<file path="src/rtl/rsv_pkg.sv">
package rsv_pkg;

  typedef enum logic [1:0] {
    SUP_RUN    = 2'd0,
    SUP_ASSERT = 2'd1,
    SUP_HOLD   = 2'd2
  } supState_e;

  // strobes from control to datapath
  typedef struct packed {
    logic holdRun;   // hold timer may count
    logic wdRun;     // watchdog may count
  } ctrlStrobe_t;

  // status from datapath to control
  typedef struct packed {
    logic pwrLow;
    logic pbHeld;
    logic wdExpired;
    logic holdDone;
  } dpStatus_t;

endpackage

</file>
<file path="src/rtl/rsv_sync.sv">
module rsv_sync #(
  parameter int WIDTH = 1,
  parameter int STAGES = 2,
  parameter logic [WIDTH-1:0] INIT = '0
) (
  input  logic             clk,
  input  logic             rstN,
  input  logic [WIDTH-1:0] din,
  output logic [WIDTH-1:0] dout
);
  logic [WIDTH-1:0] chain [STAGES];

  for (genvar s = 0; s < STAGES; s++) begin : g_stage
    always_ff @(posedge clk or negedge rstN) begin
      if (!rstN) chain[s] <= INIT;
      else if (s == 0) chain[s] <= din;
      else chain[s] <= chain[(s == 0) ? 0 : s-1];
    end
  end

  assign dout = chain[STAGES-1];
endmodule

</file>
<file path="src/rtl/rsv_datapath.sv">
module rsv_datapath
  import rsv_pkg::*;
#(
  parameter int TICK_DIV    = 125000,
  parameter int DEBOUNCE_MS = 20,
  parameter int HOLD_MS     = 250,
  parameter int WD_SHORT_MS = 150,
  parameter int WD_MED_MS   = 610,
  parameter int WD_LONG_MS  = 1200
) (
  input  logic        clk,
  input  logic        rstN,
  input  logic        pwrGood,
  input  logic        pbN,
  input  logic        strobe,
  input  logic [1:0]  tdSel,
  input  ctrlStrobe_t ctl,
  output dpStatus_t   stat
);
  localparam int WD_MAX  = (WD_LONG_MS > WD_MED_MS) ?
                           ((WD_LONG_MS > WD_SHORT_MS) ? WD_LONG_MS : WD_SHORT_MS) :
                           ((WD_MED_MS > WD_SHORT_MS) ? WD_MED_MS : WD_SHORT_MS);
  localparam int CNT_MAX = (WD_MAX > HOLD_MS) ?
                           ((WD_MAX > DEBOUNCE_MS) ? WD_MAX : DEBOUNCE_MS) :
                           ((HOLD_MS > DEBOUNCE_MS) ? HOLD_MS : DEBOUNCE_MS);
  localparam int CNT_W   = $clog2(CNT_MAX + 1);
  localparam int DIV_W   = (TICK_DIV > 1) ? $clog2(TICK_DIV) : 1;
  localparam logic [DIV_W-1:0] DIV_LAST = DIV_W'(TICK_DIV - 1);
  localparam logic [CNT_W-1:0] DEB_C    = CNT_W'(DEBOUNCE_MS);
  localparam logic [CNT_W-1:0] HOLD_C   = CNT_W'(HOLD_MS);

  // synchronised inputs: {power good, button, strobe}
  logic [2:0] syncOut;
  logic pgSync, pbSync, stSync;

  rsv_sync #(.WIDTH(3), .STAGES(2), .INIT(3'b010)) inSync (
    .clk (clk),
    .rstN(rstN),
    .din ({pwrGood, pbN, strobe}),
    .dout(syncOut)
  );
  assign {pgSync, pbSync, stSync} = syncOut;

  // millisecond tick
  logic [DIV_W-1:0] divCnt;
  logic tick;
  assign tick = (divCnt == DIV_LAST);

  always_ff @(posedge clk or negedge rstN) begin
    if (!rstN)     divCnt <= '0;
    else if (tick) divCnt <= '0;
    else           divCnt <= divCnt + 1'b1;
  end

  // strobe falling edge
  logic stPrev, fallEdge;
  always_ff @(posedge clk or negedge rstN) begin
    if (!rstN) stPrev <= 1'b0;
    else       stPrev <= stSync;
  end
  assign fallEdge = stPrev & ~stSync;

  // timeout selection
  logic [CNT_W-1:0] wdLimit;
  always_comb begin
    case (tdSel)
      2'b00:   wdLimit = CNT_W'(WD_SHORT_MS);
      2'b01:   wdLimit = CNT_W'(WD_MED_MS);
      default: wdLimit = CNT_W'(WD_LONG_MS);
    endcase
  end

  // debounce counter: ticks of continuous low on the button
  logic [CNT_W-1:0] dbCnt;
  always_ff @(posedge clk or negedge rstN) begin
    if (!rstN)                     dbCnt <= '0;
    else if (pbSync)               dbCnt <= '0;
    else if (tick && dbCnt < DEB_C) dbCnt <= dbCnt + 1'b1;
  end

  // watchdog counter
  logic [CNT_W-1:0] wdCnt;
  always_ff @(posedge clk or negedge rstN) begin
    if (!rstN)                        wdCnt <= '0;
    else if (!ctl.wdRun || fallEdge)  wdCnt <= '0;
    else if (tick && wdCnt < wdLimit) wdCnt <= wdCnt + 1'b1;
  end

  // reset stretch counter
  logic [CNT_W-1:0] holdCnt;
  always_ff @(posedge clk or negedge rstN) begin
    if (!rstN)                         holdCnt <= '0;
    else if (!ctl.holdRun)             holdCnt <= '0;
    else if (tick && holdCnt < HOLD_C) holdCnt <= holdCnt + 1'b1;
  end

  assign stat.pwrLow    = ~pgSync;
  assign stat.pbHeld    = (dbCnt >= DEB_C);
  assign stat.wdExpired = (wdCnt >= wdLimit);
  assign stat.holdDone  = (holdCnt >= HOLD_C);
endmodule

</file>
<file path="src/rtl/rsv_ctrl.sv">
module rsv_ctrl
  import rsv_pkg::*;
(
  input  logic        clk,
  input  logic        rstN,
  input  dpStatus_t   stat,
  output ctrlStrobe_t ctl,
  output logic        rstHi,
  output logic        rstLo
);
  supState_e state, nextState;
  logic cause;

  assign cause = stat.pwrLow | stat.pbHeld | stat.wdExpired;

  always_comb begin
    nextState = state;
    if (cause) nextState = SUP_ASSERT;
    else begin
      case (state)
        SUP_ASSERT: nextState = SUP_HOLD;
        SUP_HOLD:   if (stat.holdDone) nextState = SUP_RUN;
        default:    nextState = state;
      endcase
    end
  end

  always_ff @(posedge clk or negedge rstN) begin
    if (!rstN) begin
      state <= SUP_ASSERT;
      rstHi <= 1'b1;
      rstLo <= 1'b0;
    end else begin
      state <= nextState;
      rstHi <= (nextState != SUP_RUN);
      rstLo <= (nextState == SUP_RUN);
    end
  end

  assign ctl.holdRun = (state == SUP_HOLD);
  assign ctl.wdRun   = (state == SUP_RUN);
endmodule

</file>
<file path="src/rtl/rst_supervisor.sv">
module rst_supervisor
  import rsv_pkg::*;
#(
  parameter int TICK_DIV    = 125000,
  parameter int DEBOUNCE_MS = 20,
  parameter int HOLD_MS     = 250,
  parameter int WD_SHORT_MS = 150,
  parameter int WD_MED_MS   = 610,
  parameter int WD_LONG_MS  = 1200
) (
  input  logic       clk,
  input  logic       rstN,
  input  logic       pwrGood,
  input  logic       pbN,
  input  logic       strobe,
  input  logic [1:0] tdSel,
  output logic       rstOut,
  output logic       rstOutN
);
  ctrlStrobe_t ctl;
  dpStatus_t   stat;

  rsv_datapath #(
    .TICK_DIV(TICK_DIV), .DEBOUNCE_MS(DEBOUNCE_MS), .HOLD_MS(HOLD_MS),
    .WD_SHORT_MS(WD_SHORT_MS), .WD_MED_MS(WD_MED_MS), .WD_LONG_MS(WD_LONG_MS)
  ) dp (
    .clk(clk), .rstN(rstN), .pwrGood(pwrGood), .pbN(pbN),
    .strobe(strobe), .tdSel(tdSel), .ctl(ctl), .stat(stat)
  );

  rsv_ctrl ctrl (
    .clk(clk), .rstN(rstN), .stat(stat), .ctl(ctl),
    .rstHi(rstOut), .rstLo(rstOutN)
  );
endmodule

</file>
<file path="config.mk">
export PLATFORM = sky130hd
export DESIGN_NAME = rst_supervisor
export DESIGN_NICKNAME = d
export VERILOG_FILES = /design/src/rtl/rsv_pkg.sv /design/src/rtl/rsv_sync.sv /design/src/rtl/rsv_datapath.sv /design/src/rtl/rsv_ctrl.sv /design/src/rtl/rst_supervisor.sv
export SDC_FILE = /design/constraint.sdc
export NUM_CORES = 1
export LEC_CHECK = 0
export BUFFER_PORTS_ARGS = -buffer_cell sky130_fd_sc_hd__buf_4
export CAP_MARGIN = 5
export CORE_ASPECT_RATIO = 0.6
export CORE_MARGIN = 8
export CORE_UTILIZATION = 50
export CTS_CLUSTER_DIAMETER = 60
export DETAILED_ROUTE_END_ITERATION = 10
export GPL_ROUTABILITY_DRIVEN = 0
export PLACE_DENSITY = 0.74
export SYNTH_ARGS = -nofsm -noshare
export SYNTH_HDL_FRONTEND = slang
export SYNTH_HIERARCHICAL = 1
export SYNTH_SLANG_ARGS = --single-unit
</file>
<file path="constraint.sdc">
create_clock -name clk -period 6.7 [get_ports clk]
set_clock_uncertainty 0.05 [all_clocks]
set_input_delay 1.34 -clock clk [delete_from_list [all_inputs] [get_ports clk]]
set_output_delay 1.34 -clock clk [all_outputs]
set_load 0.02 [all_outputs]
</file>
==> impl_metrics.toml <==
[setup_path]
ff2ff_setup_slack_ps = 4110
cp_slowest_cell = "a21oi_1"
r2r-start = "dp/wdCnt[9]"
cp_max_fo = 6
startpoint_type = "input port"
crit_required_ps = 6930
crit_arrival_ps = 3880
path_cells = "buf_4, nor2b_1, inv_1, ha_1, or4_1, a21oi_1, o22ai_1, nor4_4, and3_2"
cp_slowest_stage_delay_ps = 490
reg2reg_to = "ctrl/rstLo"
crit_path_end_kind = "flop"
critPathKind = "input port to flop"
reg2reg_depth = 6

[power_and_ir_drop]
p_int_uw = 537
power.static_leakage_uw = 0.00150
p_comb_frac = 0.064
irDropWorstVdd_uv = 134
p_switching_uw = 176
pwr-share-clk = 0.399
sequentialPowerShare = 0.537
p_per_area_mw_per_mm2 = 212
sw_frac_of_total = 0.247

[synthesis]
synthMuxAreaShare = 0.0103
syn_area_per_cell_um2 = 10.8
syn-cell-area_mm2 = 0.00304
synth_top_area_frac = 0.469
syn_nets = 305
ys_warn_count = 6
synth_fa_ha_area_frac = 0.0658
synth_top_family_by_area = "simple AND/OR/NAND/NOR gates"
ys_seq_area_frac = 0.503
async_reset_ff_frac = 1.00
synth-seq-cells = 61
ys_top_cells_by_area = "dfrtp_1 (47%), ha_1 (6.6%), xor2_1 (3.7%)"
synth_compound_gate_area_share = 0.0884
synth_xor_area_frac = 0.0720
yosysUniqueCellTypes = 49
synth_area_leader_cell = "dfrtp_1"
synth_cells = 282
yosys.area_share.simple = 0.231
synth_edf_count = 0
ys.flop_type = "dfrtp_1"

[cts]
clock-sinks = 61
cts_tree = "done"
cts_hold_buffers = 0
cts.htree.levels = 3
root_buffer = "clkbuf_8"
cts.clk_slew.worst_paths_ps = 70
post-cts-setup-buffer-count = 0
numCtsBuffers = 9
cts_max_path_buffers = 2
clk_latency_ps = 340
post_cts_resized = 0

[global_routing]
grt_max_degree = 62
track_usage = 0.141
grt_pass1_wl_mm = 9.80
grt_overflow = 0
antenna_found_initial = 0
grt_pass1_vias = 2039

[sta]
rsz0062_at_grt = "false"
fin_crit_sh = 0.546
maxSlewHeadroom = 0.418
tightest_slew_ps = 865
period_needed_ps = 3660
setup_viol = 0
worst_hold_slack_ps = 299
finalHoldViolCount = 0
fin_ws_ps = 3040
timing.fmax_mhz = 273
fin_setup_tns_ps = 0
drv_slew = 0

[cells_and_area]
finalNetCount = 319
diodes = 0
n_fill_cell = 554
final_core_util = 0.560
stdcell_count = 385
drive_above_1_share = 0.143
seqCellArea_mm2 = 0.00153
multiInputGateArea_mm2 = 0.00142
area_growth_pct = 10.4

[placed_design]
port-buffer-count = 8
pre_cts_slack_ps = 2730
placedCellCount = 369
dp_hpwl_mm = 4.00

[routing]
antenna_left = 0
avgRoutedWirePerCell_um = 14.8
wl_mm = 5.69
vias_per_cell = 5.35
drt_iter0_markers = 127
drt_pre_antenna_iters = 4
drc = 0
vias = 2061

[worst_hold_path]
hp-start = "dp/inSync/chain[5]"
hp-class = "flop to flop"
min_to = "dp/inSync/dout[2]"
holdPathStages = 0

[floorplanning]
die_width_um = 117
io_pins = 9
die_area_mm2 = 0.00892
rows = 22
initial_utilization = 0.507
core_area_mm2 = 0.00600
die_h_um = 76.4

[status]
status = "finished, final reports clean"

[run]
maxCapViolations = 0
Yosys cell counts (5+ instances only):
cell     count
nor2_1      25
and2_1       9
and3_1       5
nand4_1      8
a21oi_1     11
nor3_1       5
ha_1        16
o21ai_0     10
nand2_1     14
inv_1       15
xor2_1      13
nand3_1     13
or3_1        8
dfrtp_1     57
xnor2_1     12
nor2b_1      8
per-layer routing:
metal	vias to the layer above	wire, um	GRT usage
li1	1020	-	-
met1	998	2980	0.202
met2	38	2340	0.186
met3	5	314	0.0522
met4	0	53	0.0521
met5	-	0	0
through the flow:
stage | power, uW | cell area (um2)
2_1_floorplan | 414 | 3040
3_3_place_gp | 434 | 3180
3_5_place_dp | 435 | 3180
4_1_cts | 727 | 3360
5_1_grt | 747 | 3360
6_report | 712 | 3360
flip-flops by register name (all words and copies together) (netlist names):
register	count
dp/holdCnt	11
dp/wdCnt	11
dp/inSync/chain	3
dp/dbCnt	11
dp/inSync/dout	3
ctrl/rstLo	1
dp/stPrev	1
ctrl/state	2
dp/divCnt	17
ctrl/rstHi	1
area by class of cell:
type	count	area share
Tap cell	84	0.0313
Multi-Input combinational cell	200	0.423
Timing Repair Buffer	9	0.0201
Clock buffer	10	0.0410
Clock inverter	6	0.0115
Inverter	15	0.0168
Sequential cell	61	0.456
worst max-delay path by stage:
stage,end,cells after the start,from,slack [ps]
after floorplan,ctrl/rstLo,8,tdSel[0],3100
after global placement,ctrl/rstLo,9,tdSel[1],2870
after detailed placement,ctrl/rstLo,9,tdSel[1],2730
after CTS,ctrl/rstLo,9,tdSel[1],3090
after global routing,ctrl/rstLo,9,tdSel[1],2920
final,ctrl/rstLo,9,tdSel[1],3040
worst max-delay path: cells and delay by family:
family,cells,cell delay [ps]
fa+ha+maj,1,230
buf+inv,2,260
simple gates,4,1270
compound gates,2,780
cell usage in the layout, fill, tap and decap left out, drive strengths merged, types with 10 or more instances in the layout:
| master | synthesis | final |
|---|---|---|
| nand3 | 13 | 13 |
| a21oi | 11 | 11 |
| xor2 | 13 | 13 |
| clkbuf | 3 | 10 |
| ha | 16 | 16 |
| o21ai | 11 | 11 |
| nand2 | 14 | 14 |
| nor2 | 26 | 26 |
| inv | 15 | 15 |
| dfrtp | 57 | 57 |
| xnor2 | 12 | 12 |
cells by family (layout without fill, tap and decap cells):
| group | after synthesis | in the layout |
|---|---|---|
| simple gates | 117 | 117 |
| compound gates | 39 | 39 |
| xor+xnor | 25 | 25 |
| flops | 61 | 61 |
| fa+ha+maj | 16 | 16 |
| buf+inv | 21 | 40 |
| mux | 3 | 3 |
power by group through the flow:
stage | combinational (uW) | sequential (uW) | clock (uW)
after floorplan | 23.5 | 390 | 0
after global placement | 45.1 | 389 | 0
after detailed placement | 45.5 | 390 | 0
after CTS | 46.2 | 383 | 298
after global routing | 50.5 | 383 | 313
final | 45.3 | 383 | 284
No activity file was read; power rests on OpenSTA's default activity.
